==> src/rtl/engine_pkg.sv <==
// Shared constants for the card data engine: status bit positions and direction codes.
// Assumes a 22-bit status vector whose bit positions are decoded by the register block.
package engine_pkg;
    localparam int STAT_W          = 22;
    localparam int BIT_DATA_END    = 8;
    localparam int BIT_BLOCK_END   = 10;
    localparam int BIT_TX_ACTIVE   = 12;
    localparam int BIT_RX_ACTIVE   = 13;
    localparam int BIT_TX_HALF_EMP = 14;
    localparam int BIT_RX_HALF_FUL = 15;
    localparam int BIT_TX_FULL     = 16;
    localparam int BIT_RX_FULL     = 17;
    localparam int BIT_TX_EMPTY    = 18;
    localparam int BIT_RX_EMPTY    = 19;
    localparam int BIT_TX_AVAIL    = 20;
    localparam int BIT_RX_AVAIL    = 21;

    typedef enum logic {
        DIR_TO_CARD   = 1'b0,
        DIR_FROM_CARD = 1'b1
    } xfer_dir_e;
endpackage

==> src/rtl/mover_word_fifo.sv <==
// Circular word FIFO. The write slot is the read pointer plus the fill count, modulo DEPTH.
// Pushes into a full FIFO and pops from an empty one are dropped and latch a sticky error.
// Assumes DEPTH is a power of two.
module mover_word_fifo #(
    parameter int DEPTH = 16,
    parameter int WIDTH = 32
) (
    input  logic                       clk,
    input  logic                       rst_n,
    input  logic                       wr_en,
    input  logic [WIDTH-1:0]           wr_data,
    input  logic                       rd_en,
    output logic [WIDTH-1:0]           head,
    output logic [$clog2(DEPTH):0]     count,
    output logic                       full,
    output logic                       empty,
    output logic                       err
);
    localparam int PTR_W = $clog2(DEPTH);
    localparam int CNT_W = PTR_W + 1;

    logic [WIDTH-1:0] mem [DEPTH];
    logic [PTR_W-1:0] rd_ptr;
    logic [CNT_W-1:0] count_q;
    logic [PTR_W-1:0] wr_idx;
    logic             do_wr;
    logic             do_rd;

    assign full   = (count_q == CNT_W'(DEPTH));
    assign empty  = (count_q == '0);
    assign do_wr  = wr_en && !full;
    assign do_rd  = rd_en && !empty;
    assign wr_idx = rd_ptr + count_q[PTR_W-1:0];
    assign head   = empty ? '0 : mem[rd_ptr];
    assign count  = count_q;

    // Storage write: no reset needed on the data array.
    always_ff @(posedge clk) begin
        if (do_wr) begin
            mem[wr_idx] <= wr_data;
        end
    end

    // Pointer, fill count and sticky error update.
    always_ff @(posedge clk) begin
        if (!rst_n) begin
            rd_ptr  <= '0;
            count_q <= '0;
            err     <= 1'b0;
        end else begin
            if (do_rd) begin
                rd_ptr <= rd_ptr + PTR_W'(1);
            end
            count_q <= count_q + CNT_W'(do_wr) - CNT_W'(do_rd);
            err     <= err || (wr_en && full) || (rd_en && empty);
        end
    end

    AST_FULL_PUSH_DROPPED: assert property (@(posedge clk) disable iff (!rst_n)
        (wr_en && !rd_en && full) |=> (count == CNT_W'(DEPTH) && err));
    AST_EMPTY_POP_DROPPED: assert property (@(posedge clk) disable iff (!rst_n)
        (rd_en && !wr_en && empty) |=> (count == '0 && err));
endmodule

==> src/rtl/mover_byte_packer.sv <==
// Assembles card bytes into words, lowest lane first. A word is emitted when its top lane
// fills or when the byte marked last arrives, so a partial final word is still emitted.
// Assumes WIDTH is a multiple of 8 and at least 16.
module mover_byte_packer #(
    parameter int WIDTH = 32
) (
    input  logic             clk,
    input  logic             rst_n,
    input  logic             clear,
    input  logic             take,
    input  logic             last,
    input  logic [7:0]       byte_in,
    output logic             push,
    output logic [WIDTH-1:0] word_out
);
    localparam int LANES  = WIDTH / 8;
    localparam int LANE_W = $clog2(LANES);

    logic [LANE_W-1:0] lane;
    logic [WIDTH-1:0]  acc;
    logic [WIDTH-1:0]  merged;

    // Insert the incoming byte into its lane of the partial word.
    always_comb begin
        merged = acc;
        merged[int'(lane)*8 +: 8] = byte_in;
    end

    assign push     = take && ((lane == LANE_W'(LANES - 1)) || last);
    assign word_out = merged;

    // Lane pointer and accumulator advance.
    always_ff @(posedge clk) begin
        if (!rst_n || clear) begin
            lane <= '0;
            acc  <= '0;
        end else if (push) begin
            lane <= '0;
            acc  <= '0;
        end else if (take) begin
            lane <= lane + LANE_W'(1);
            acc  <= merged;
        end
    end
endmodule

==> src/rtl/mover_byte_unpacker.sv <==
// Splits FIFO words into card bytes, low byte first. The first byte of a word is sent
// straight from the FIFO head in the cycle it is popped; the rest come from a shift register.
// Assumes WIDTH is a multiple of 8 and at least 16.
module mover_byte_unpacker #(
    parameter int WIDTH = 32
) (
    input  logic             clk,
    input  logic             rst_n,
    input  logic             clear,
    input  logic             take,
    input  logic [WIDTH-1:0] head,
    output logic [7:0]       byte_out,
    output logic             need_pop,
    output logic             holding
);
    localparam int LANES  = WIDTH / 8;
    localparam int LANE_W = $clog2(LANES);

    logic [WIDTH-1:0]  shreg;
    logic [LANE_W-1:0] rem;

    assign holding  = (rem != '0);
    assign byte_out = holding ? shreg[7:0] : head[7:0];
    assign need_pop = take && !holding;

    // Load a fresh word on pop, otherwise shift out one byte per take.
    always_ff @(posedge clk) begin
        if (!rst_n || clear) begin
            shreg <= '0;
            rem   <= '0;
        end else if (take) begin
            if (holding) begin
                shreg <= shreg >> 8;
                rem   <= rem - LANE_W'(1);
            end else begin
                shreg <= head >> 8;
                rem   <= LANE_W'(LANES - 1);
            end
        end
    end
endmodule

==> src/rtl/card_data_mover.sv <==
// Data engine between a word FIFO and a byte-wide card. Holds the length register, the
// byte counter, the enable and direction state, and the status map. Moves one byte per cycle at most.
// Assumes len_wr and ctl_wr are not asserted together.
module card_data_mover #(
    parameter int DEPTH = 16,
    parameter int WIDTH = 32,
    parameter int LEN_W = 16
) (
    input  logic                       clk,
    input  logic                       rst_n,
    input  logic                       ctl_wr,
    input  logic                       ctl_en,
    input  logic                       ctl_dir,
    input  logic                       len_wr,
    input  logic [LEN_W-1:0]           len_data,
    input  logic                       push_vld,
    input  logic [WIDTH-1:0]           push_data,
    input  logic                       pop_req,
    output logic [WIDTH-1:0]           pop_data,
    input  logic                       card_rdy,
    input  logic [7:0]                 card_rd_data,
    output logic                       card_rd,
    output logic                       card_wr,
    output logic [7:0]                 card_wr_data,
    output logic                       busy,
    output logic [LEN_W-1:0]           bytes_left,
    output logic [engine_pkg::STAT_W-1:0] stat,
    output logic                       fifo_err
);
    import engine_pkg::*;

    localparam int CNT_W = $clog2(DEPTH) + 1;
    localparam int HALF  = DEPTH / 2;

    logic             en_q;
    xfer_dir_e        dir_q;
    logic             done_q;
    logic [LEN_W-1:0] len_q;
    logic [LEN_W-1:0] cnt_q;

    logic             f_wr, f_rd, f_full, f_empty;
    logic [WIDTH-1:0] f_wdata, f_head;
    logic [CNT_W-1:0] f_count;

    logic             pk_push;
    logic [WIDTH-1:0] pk_word;
    logic             up_pop, up_holding;
    logic [7:0]       up_byte;

    logic             cnt_nz, rd_go, wr_go, arm;

    assign cnt_nz = (cnt_q != '0);
    assign arm    = ctl_wr && ctl_en;
    assign rd_go  = en_q && (dir_q == DIR_FROM_CARD) && cnt_nz && card_rdy && !f_full;
    assign wr_go  = en_q && (dir_q == DIR_TO_CARD) && cnt_nz && (up_holding || !f_empty);

    // FIFO port ownership follows the direction.
    assign f_wr    = (dir_q == DIR_FROM_CARD) ? pk_push : push_vld;
    assign f_wdata = (dir_q == DIR_FROM_CARD) ? pk_word : push_data;
    assign f_rd    = (dir_q == DIR_FROM_CARD) ? pop_req : up_pop;

    mover_word_fifo #(.DEPTH(DEPTH), .WIDTH(WIDTH)) u_fifo (
        .clk(clk), .rst_n(rst_n), .wr_en(f_wr), .wr_data(f_wdata), .rd_en(f_rd),
        .head(f_head), .count(f_count), .full(f_full), .empty(f_empty), .err(fifo_err)
    );

    mover_byte_packer #(.WIDTH(WIDTH)) u_pack (
        .clk(clk), .rst_n(rst_n), .clear(arm), .take(rd_go), .last(cnt_q == LEN_W'(1)),
        .byte_in(card_rd_data), .push(pk_push), .word_out(pk_word)
    );

    mover_byte_unpacker #(.WIDTH(WIDTH)) u_unpack (
        .clk(clk), .rst_n(rst_n), .clear(arm), .take(wr_go), .head(f_head),
        .byte_out(up_byte), .need_pop(up_pop), .holding(up_holding)
    );

    assign card_rd      = rd_go;
    assign card_wr      = wr_go;
    assign card_wr_data = up_byte;
    assign pop_data     = f_head;
    assign busy         = en_q;
    assign bytes_left   = cnt_q;

    // Length register capture.
    always_ff @(posedge clk) begin
        if (!rst_n) begin
            len_q <= '0;
        end else if (len_wr) begin
            len_q <= len_data;
        end
    end

    // Enable, direction and byte counter sequencing.
    always_ff @(posedge clk) begin
        if (!rst_n) begin
            en_q  <= 1'b0;
            dir_q <= DIR_TO_CARD;
            cnt_q <= '0;
        end else if (ctl_wr) begin
            en_q  <= ctl_en;
            dir_q <= xfer_dir_e'(ctl_dir);
            if (ctl_en) begin
                cnt_q <= len_q;
            end
        end else begin
            if (rd_go || wr_go) begin
                cnt_q <= cnt_q - LEN_W'(1);
            end
            if (en_q && !cnt_nz && f_empty) begin
                en_q <= 1'b0;
            end
        end
    end

    // Data-end latch: set once an enabled count is exhausted, cleared on re-arm.
    always_ff @(posedge clk) begin
        if (!rst_n || arm) begin
            done_q <= 1'b0;
        end else if (en_q && !cnt_nz) begin
            done_q <= 1'b1;
        end
    end

    // Status map: completion bits plus direction-gated FIFO level flags.
    always_comb begin
        stat = '0;
        stat[BIT_DATA_END]  = done_q;
        stat[BIT_BLOCK_END] = done_q;
        if (en_q) begin
            if (dir_q == DIR_FROM_CARD) begin
                stat[BIT_RX_ACTIVE]   = 1'b1;
                stat[BIT_RX_HALF_FUL] = (f_count >= CNT_W'(HALF));
                stat[BIT_RX_FULL]     = f_full;
                stat[BIT_RX_EMPTY]    = f_empty;
                stat[BIT_RX_AVAIL]    = !f_empty;
            end else begin
                stat[BIT_TX_ACTIVE]   = 1'b1;
                stat[BIT_TX_HALF_EMP] = (f_count <= CNT_W'(HALF));
                stat[BIT_TX_FULL]     = f_full;
                stat[BIT_TX_EMPTY]    = f_empty;
                stat[BIT_TX_AVAIL]    = !f_empty;
            end
        end
    end

    AST_ARM_LOADS: assert property (@(posedge clk) disable iff (!rst_n)
        (ctl_wr && ctl_en && !len_wr) |=> (busy && bytes_left == $past(len_q)));
    AST_ONE_BYTE_STEP: assert property (@(posedge clk) disable iff (!rst_n)
        (busy && (card_rd || card_wr) && !ctl_wr) |=> (bytes_left == $past(bytes_left) - LEN_W'(1)));
    AST_SINGLE_STROBE: assert property (@(posedge clk) disable iff (!rst_n)
        $onehot0({card_rd, card_wr}));
    AST_END_FLAGS: assert property (@(posedge clk) disable iff (!rst_n)
        (busy && bytes_left == '0 && !ctl_wr) |=> (stat[BIT_DATA_END] && stat[BIT_BLOCK_END]));
    AST_AUTO_RELEASE: assert property (@(posedge clk) disable iff (!rst_n)
        (busy && bytes_left == '0 && f_empty && !ctl_wr) |=> !busy);
endmodule

==> config.mk <==
export PLATFORM = sky130hd
export DESIGN_NAME = card_data_mover
export DESIGN_NICKNAME = d
export VERILOG_FILES = /design/src/rtl/engine_pkg.sv /design/src/rtl/mover_word_fifo.sv /design/src/rtl/mover_byte_packer.sv /design/src/rtl/mover_byte_unpacker.sv /design/src/rtl/card_data_mover.sv
export SDC_FILE = /design/constraint.sdc
export NUM_CORES = 1
export LEC_CHECK = 0
export ABC_CLOCK_PERIOD_IN_PS = 5200
export BUFFER_PORTS_ARGS = -buffer_cell sky130_fd_sc_hd__buf_2
export CAP_MARGIN = 25
export CORE_MARGIN = 2
export CORE_UTILIZATION = 25
export DETAILED_ROUTE_END_ITERATION = 8
export GPL_TIMING_DRIVEN = 0
export SETUP_SLACK_MARGIN = 0.1
export SYNTH_ARGS = -nofsm -noshare
export SYNTH_HDL_FRONTEND = slang
export SYNTH_SLANG_ARGS = --single-unit
==> constraint.sdc <==
create_clock -name clk -period 5.2 [get_ports clk]
set_input_delay 0.26 -clock clk [delete_from_list [all_inputs] [get_ports clk]]
set_output_delay 0.26 -clock clk [all_outputs]
set_load 0.02 [all_outputs]
==> results.sh, run 1 <==
export IMPL_dp_cells=3169
export IMPL_max_freq_mhz=210
export IMPL_grt_start_max_net_pins=17
export IMPL_finalPower_mw=14.0
export IMPL_crit_type="register to primary output"
export IMPL_areaGrowthSynthToFinish_pct=23.4
export IMPL_placementRows=117
export IMPL_antenna_left=0
export IMPL_coreArea_sq_um=102000
export IMPL_setup_violations=0
export IMPL_drt_total_wl_um=75700
export IMPL_cts_hold_buf=18
export IMPL_p_switching_mw=4.30
export IMPL_crit_path_cell_trace="clkbuf_1, buf_2, buf_2, buf_1, buf_2, mux2_2, nor2_1, a211oi_1, buf_2"
export IMPL_async_flop_share_pct=0
export IMPL_die_area_sq_um=105000
export IMPL_slowest_stage="buf_1"
export IMPL_worst_hold_slack_ps=58.0
export IMPL_cts_buffers=68
export IMPL_p_comb_share_pct=22.4
export IMPL_synth_edf_count=512
export IMPL_route_detailed_drc=0
export IMPL_cap_violations=0
export IMPL_area_sequential_sq_um=17600
export IMPL_port_buffers=127
export IMPL_chipHeight_um=325
export IMPL_hold_path_class="input pin to register"
export IMPL_clock_path_buffers=3
export IMPL_grt_first_pass_wirelength_um=110000
export IMPL_worst_pin_slew_ps=1040
export IMPL_nFillCells=10000
export IMPL_ys_flop_type="edfxtp_1"
export IMPL_start_kind="register"
export IMPL_synthDistinctLibCells=62
export IMPL_initial_core_util_pct=25.2
export IMPL_setup_tns_ps=0
export IMPL_ios=147
export IMPL_htree_levels=3
export IMPL_first_pass_iters=7
export IMPL_fp_dieW_um=325
export IMPL_crit_arrival_ps=4510
export IMPL_syn_cell_area_sq_um=25700
export IMPL_synth_seq_area_share_pct=68.3
export IMPL_insertion_delay_ps=620
export IMPL_yosys_area_top_type="edfxtp_1"
export IMPL_drt_initial_drc_count=1790
export IMPL_fin_crit_ps=4770
export IMPL_multi_input_area_sq_um=7610
export IMPL_avgViaCountPerCell=4.82
export IMPL_hpwl_um=55700
export IMPL_worstPathRequired_ps=4940
export IMPL_ys_top_cells_by_area="edfxtp_1, mux4_2, dfxtp_1"
export IMPL_fin_cells=3334
export IMPL_ctsResizeCount=0
export IMPL_slew_headroom_pct=30.2
export IMPL_setup_slack_ps=431
export IMPL_power_share_clock_pct=35.1
export IMPL_power_density_nw_per_um2=442
export IMPL_grtUsageTotal_pct=14.0
export IMPL_grt_overflow_total=0
export IMPL_p_int_mw=9.71
export IMPL_cts_root_buf="clkbuf_16"
export IMPL_gp_congestion=0.871
export IMPL_cpPeakStageDelay_ps=820
export IMPL_syn_inst=1582
export IMPL_grt_pass1_vias=16200
export IMPL_path_clk_slew_ps=60
export IMPL_cts_setup_buffers=0
export IMPL_pre_cts_ws_ps=1020
export IMPL_num_vias=16100
export IMPL_avgSynthCellArea_sq_um=16.2
export IMPL_fin_nets=1996
export IMPL_peakVddDrop_mv=0.239
export IMPL_clock_skew_final_ps=35.3
export IMPL_slew_viol_final=0
export IMPL_design_area_sq_um=31700
export IMPL_synth_seq_cells=621
export IMPL_antenna_found_initial=6
export IMPL_swShare_pct=30.7
export IMPL_outcome="finished, final reports clean"
export IMPL_yosysWarningCount=0
export IMPL_critical_path_endpoint_type="primary output"
export IMPL_rsz0062_at_grt="no"
export IMPL_placed_area_sq_um=29100
export IMPL_postLayoutCoreUtil_pct=31.1
export IMPL_worstPathMaxFanout=10
export IMPL_layout_drive_gt1_share_pct=29.2
export IMPL_seqPwrFrac_pct=42.5
export IMPL_routedWlPerCell_um=22.7
export IMPL_hold_violations=0
export IMPL_min_period_over_period_pct=91.7
export IMPL_clkSinkCount=621
export IMPL_cts_tree="done"
export IMPL_power_leakage_nw=10.7
export IMPL_crit_top_cell="buf_2"
export IMPL_yosysTopAreaCellShare_pct=59.8
power groups by stage:
stage	clock network (mW)	registers [mW]	logic, mW
after CTS	5.00	5.96	3.14
after global placement	0	6.10	2.89
final	4.91	5.96	3.14
after detailed placement	0	6.06	3.11
after floorplan	0	6.05	1.71
after global routing	5.19	5.98	3.35
synth_stat cells, types with 9 or more instances:
master    instances
or3_1             9
mux4_2          128
buf_2            18
buf_1            22
edfxtp_1        512
nand2_1          27
nor2b_1          34
mux2i_1          49
nand3_1           9
nor2_1          122
buf_4            12
inv_1            21
a21oi_1         111
a32oi_1          17
a221oi_1         17
a211oi_1         20
o21ai_0          36
and3_1           18
dfxtp_1         109
nor3_1           28
ha_1             20
mux2_2           37
a22oi_1          32
clkbuf_1         53
registers in the layout (all words and copies together), names as in the netlist, named ones only:
signal / count
u_unpack.shreg: 24
dir_q: 1
u_fifo.err: 1
busy: 1
u_fifo.count: 5
done_q: 1
u_pack.lane: 2
u_fifo.rd_ptr: 4
u_fifo.mem: 512
bytes_left: 16
u_unpack.rem: 2
u_pack.acc: 32
len_q: 16
cells by family (layout without fill, tap and decap cells):
logic type      Yosys count  count (layout)  synth area share, %
xor+xnor                  9               9                0.307
other cells               1              13               0.0146
fa+ha+maj                22              22                 1.13
simple gates            285             285                 5.51
mux                     214             214                 14.8
compound gates          288             288                 7.43
flops                   621             621                 68.3
buf+inv                 142             514                 2.52
routing by layer:
layer / wire length, um / GRT usage (%)
met5: 0 / 0
met4: 1950 / 4.48
met3: 5510 / 2.08
met2: 36800 / 23.5
met1: 31500 / 18.7
path summary, 6_finish.rpt:
path | startpoint | endpoint | slack, ps | cells after the start
min reg2reg | u_pack.acc[23] | u_pack.acc[23] | 490 | 2
min | pop_req | u_fifo.err | 60 | 4
max reg2reg | bytes_left[0] | u_fifo.count[4] | 990 | 17
max | register | pop_data[22] | 430 | 9
cell type report:
cell class                 instances  share of cell area, %
sequential                       621                   55.4
tap                             1368                   5.40
buffer                           118                   1.76
multi-input combinational        828                   24.0
clock inverter                    45                   1.55
inverter                          24                  0.284
timing repair buffer             248                   5.98
antenna                            3                 0.0237
clock buffer                      79                   5.63
placed cells by master (no fill, tap or decap), types with 9 or more instances in the layout:
master,instances
edfxtp_1,512
buf_2,147
mux4_2,128
nor2_1,122
a21oi_1,111
dfxtp_1,109
clkbuf_16,70
buf_6,66
clkbuf_1,62
mux2i_1,49
buf_4,39
mux2_2,37
o21ai_0,36
nor2b_1,34
a22oi_1,32
nand2_1,27
buf_1,22
inv_1,21
a211oi_1,20
ha_1,20
and3_1,18
dlygate4sd3_1,18
a32oi_1,17
a221oi_1,17
nor3_2,16
clkinv_2,15
nor3_1,12
clkinv_1,11
buf_8,11
conb_1,10
or3_1,9
clkbuf_2,9
nand3_1,9
critical path, delay by kind of cell (launching register included):
family | cells | cell delay, ps
buffers and inverters | 6 | 2570
DFF | 1 | 310
and+or+nand+nor | 1 | 40
AOI/OAI and AO/OA | 1 | 720
muxes | 1 | 250
Note: power is estimated with default switching activity, not from simulation.
==> run 2, diff against run 1 <==
--- a/config.mk
+++ b/config.mk
@@ -8,10 +8,13 @@
 export ABC_CLOCK_PERIOD_IN_PS = 5200
 export BUFFER_PORTS_ARGS = -buffer_cell sky130_fd_sc_hd__buf_2
 export CAP_MARGIN = 25
+export CELL_PAD_IN_SITES_DETAIL_PLACEMENT = 0
+export CELL_PAD_IN_SITES_GLOBAL_PLACEMENT = 1
 export CORE_MARGIN = 2
 export CORE_UTILIZATION = 25
 export DETAILED_ROUTE_END_ITERATION = 8
 export GPL_TIMING_DRIVEN = 0
+export PLACE_DENSITY_LB_ADDON = 0.1
 export SETUP_SLACK_MARGIN = 0.1
 export SYNTH_ARGS = -nofsm -noshare
 export SYNTH_HDL_FRONTEND = slang
==> run 2 against run 1 <==
Core utilization grew 0.44 points; hold slack got worse by 16 ps; setup slack improved by 14 ps; register-to-register slack worse by 140 ps; power up 4.1%; sequential power is essentially flat; clock skew shrank 10 ps; non-clock buffer count rose by 15; maximum frequency grew 0.28%; flip-flop and latch count unchanged; sequential share of layout area is 0.78 points lower; final area increased by 1.4%; largest power group unchanged.
==> results.sh, run 2 (synthesis results as in run 1) <==
export IMPL_outcome="finished, final reports clean"
export IMPL_antenna_left=0
export IMPL_setup_violations=0
export IMPL_rr_endpoint="u_fifo.count[4]"
export IMPL_die_area_sq_um=105000
export IMPL_cap_violations=0
export IMPL_slew_viol_final=0
export IMPL_worstPathRequired_ps=4940
export IMPL_peakVddDrop_mv=0.221
export IMPL_crit_path_cell_trace="clkbuf_1, buf_1, buf_1, mux4_2, mux2i_1, a211oi_1, buf_2"
export IMPL_power_leakage_nw=11.0
export IMPL_worst_pin_slew_ps=1110
export IMPL_power_density_nw_per_um2=454
export IMPL_num_vias=15700
export IMPL_fin_nets=2017
export IMPL_cts_setup_buffers=0
export IMPL_start_kind="register"
export IMPL_placementRows=117
export IMPL_grt_overflow_total=0
export IMPL_drt_total_wl_um=88500
export IMPL_grtUsageTotal_pct=16.7
export IMPL_worstPathMaxFanout=10
export IMPL_p_switching_mw=4.41
export IMPL_worst_hold_startpoint="push_data[25]"
export IMPL_swShare_pct=30.2
export IMPL_crit_type="register to primary output"
export IMPL_initial_core_util_pct=25.2
export IMPL_layout_common_cells="edfxtp_1, buf_2, mux4_2"
export IMPL_min_period_over_period_pct=91.4
export IMPL_grt_pass1_vias=16200
export IMPL_r2r_cells=17
export IMPL_htree_levels=3
export IMPL_hpwl_um=65900
export IMPL_r2r_start="bytes_left[0]"
export IMPL_worst_path_dominant_cell_family="buffers and inverters"
export IMPL_fin_crit_ps=4760
export IMPL_routedWlPerCell_um=26.3
export IMPL_hold_violations=0
export IMPL_grt_first_pass_wirelength_um=125000
export IMPL_cpPeakStageDelay_ps=770
export IMPL_areaGrowthSynthToFinish_pct=25.2
export IMPL_crit_cells=7
export IMPL_clock_skew_final_ps=25.1
export IMPL_grt_start_max_net_pins=17
export IMPL_crit_buf_inv=4
export IMPL_crit_arrival_ps=4500
export IMPL_path_clk_slew_ps=60
export IMPL_gp_congestion=0.764
export IMPL_first_pass_iters=5
export IMPL_hold_path_cell_count=3
export IMPL_chipHeight_um=325
export IMPL_multi_input_area_sq_um=7640
export IMPL_layout_drive_gt1_share_pct=30.3
export IMPL_final_common_cell="edfxtp_1"
export IMPL_max_freq_mhz=210
export IMPL_cts_buffers=74
export IMPL_rsz0062_at_grt="no"
export IMPL_r2r_slack_ps=850
export IMPL_p_int_mw=10.2
export IMPL_nFillCells=10200
export IMPL_coreArea_sq_um=102000
export IMPL_dp_cells=3188
export IMPL_hold_path_class="input pin to register"
export IMPL_insertion_delay_ps=620
export IMPL_area_sequential_sq_um=17600
export IMPL_ios=147
export IMPL_largest_register="u_fifo.mem"
export IMPL_setup_slack_ps=445
export IMPL_critical_path_endpoint_type="primary output"
export IMPL_min_to="u_fifo.mem[6][25]"
export IMPL_biggestRegsByFlops="u_fifo.mem (512), u_pack.acc (32), u_unpack.shreg (24)"
export IMPL_drt_initial_drc_count=1360
export IMPL_power_share_clock_pct=37.2
export IMPL_avgViaCountPerCell=4.69
export IMPL_fp_dieW_um=325
export IMPL_cts_root_buf="clkbuf_16"
export IMPL_clkSinkCount=621
export IMPL_slew_headroom_pct=25.6
export IMPL_crit_top_cell="buf_1"
export IMPL_slowest_stage="clkbuf_1"
export IMPL_seqPwrFrac_pct=40.9
export IMPL_largest_register_ffs=512
export IMPL_clock_path_buffers=3
export IMPL_cts_tree="done"
export IMPL_antenna_found_initial=5
export IMPL_port_buffers=127
export IMPL_route_detailed_drc=0
export IMPL_fin_cells=3359
export IMPL_pre_cts_ws_ps=873
export IMPL_p_comb_share_pct=21.9
-- run 2: cell count changes in the layout (fill, tap and decap cells not counted), moves of 3 or more --
cell / change
a21oi_2: +3
clkbuf_1: +7
bufinv_16: +5
a21oi_1: -3
clkbuf_16: +5
buf_6: +9
buf_4: +6
clkinv_1: -3
clkbuf_8: +3
-- run 2: worst max-delay path by stage --
stage / start / endpoint / slack [ps]
floorplan: u_fifo.count[2] / u_fifo.mem[12][0] / 560
global placement: dir_q / u_fifo.mem[10][1] / -5010
detailed placement: bytes_left[0] / u_fifo.count[4] / 870
CTS: register / pop_data[14] / 230
global route: register / pop_data[14] / 260
finish: register / pop_data[22] / 440
-- run 2: worst reg2reg max path, cell delays in order (launching register included) --
cell,delay (ps)
dfxtp_1,370
inv_1,100
ha_1,320
or4b_1,530
or4_4,530
buf_2,270
a32oi_2,440
nor2_1,200
ha_1,320
inv_1,40
ha_1,200
inv_1,70
fa_1,200
inv_1,50
a21oi_1,140
nor2_1,60
or3_1,310
a21oi_1,140
-- run 2: per-layer routing --
layer | GRT usage [%] | share of wire [%]
met5 | 0 | 0
met2 | 26.8 | 47
met3 | 3.66 | 4.8
met4 | 3.82 | 1.9
met1 | 22.9 | 46
-- run 2: metrics by stage --
step                      total power, mW  hold slack [ps]  cell area [sq um]  TNS (ps)  utilization, %
after floorplan                      7.76              406              25700         0               -
after global routing                 15.2             47.6              32200         0            31.6
after detailed placement             9.30              475              29300         0            28.8
after CTS                            14.8             13.5              32000         0            31.4
after global placement               9.13              471              28100  -2364090            27.6
final                                14.6             42.1              32200         0            31.6
-- run 2: power groups by stage --
stage / Clock [mW] / Combinational, mW / Sequential [mW]
global placement: 0 / 3.00 / 6.13
finish: 5.44 / 3.19 / 5.97
CTS: 5.58 / 3.25 / 5.97
detailed placement: 0 / 3.22 / 6.08
floorplan: 0 / 1.71 / 6.05
global route: 5.76 / 3.43 / 6.00
-- run 2: area by class of cell --
type	count	area share, %
Multi-Input combinational cell	828	23.8
Antenna cell	1	0.00778
Inverter	24	0.280
Sequential cell	621	54.6
Tap cell	1368	5.32
Clock inverter	42	1.73
Clock buffer	94	6.15
Timing Repair Buffer	263	6.40
Buffer	118	1.74
-- run 2: repair_timing --
action | CTS | global route
endpoints found under the hold margin | 19 | 0
setup endpoints to repair | 0 | 0
gates resized for setup | 0 | 0
hold buffers | 18 | 0
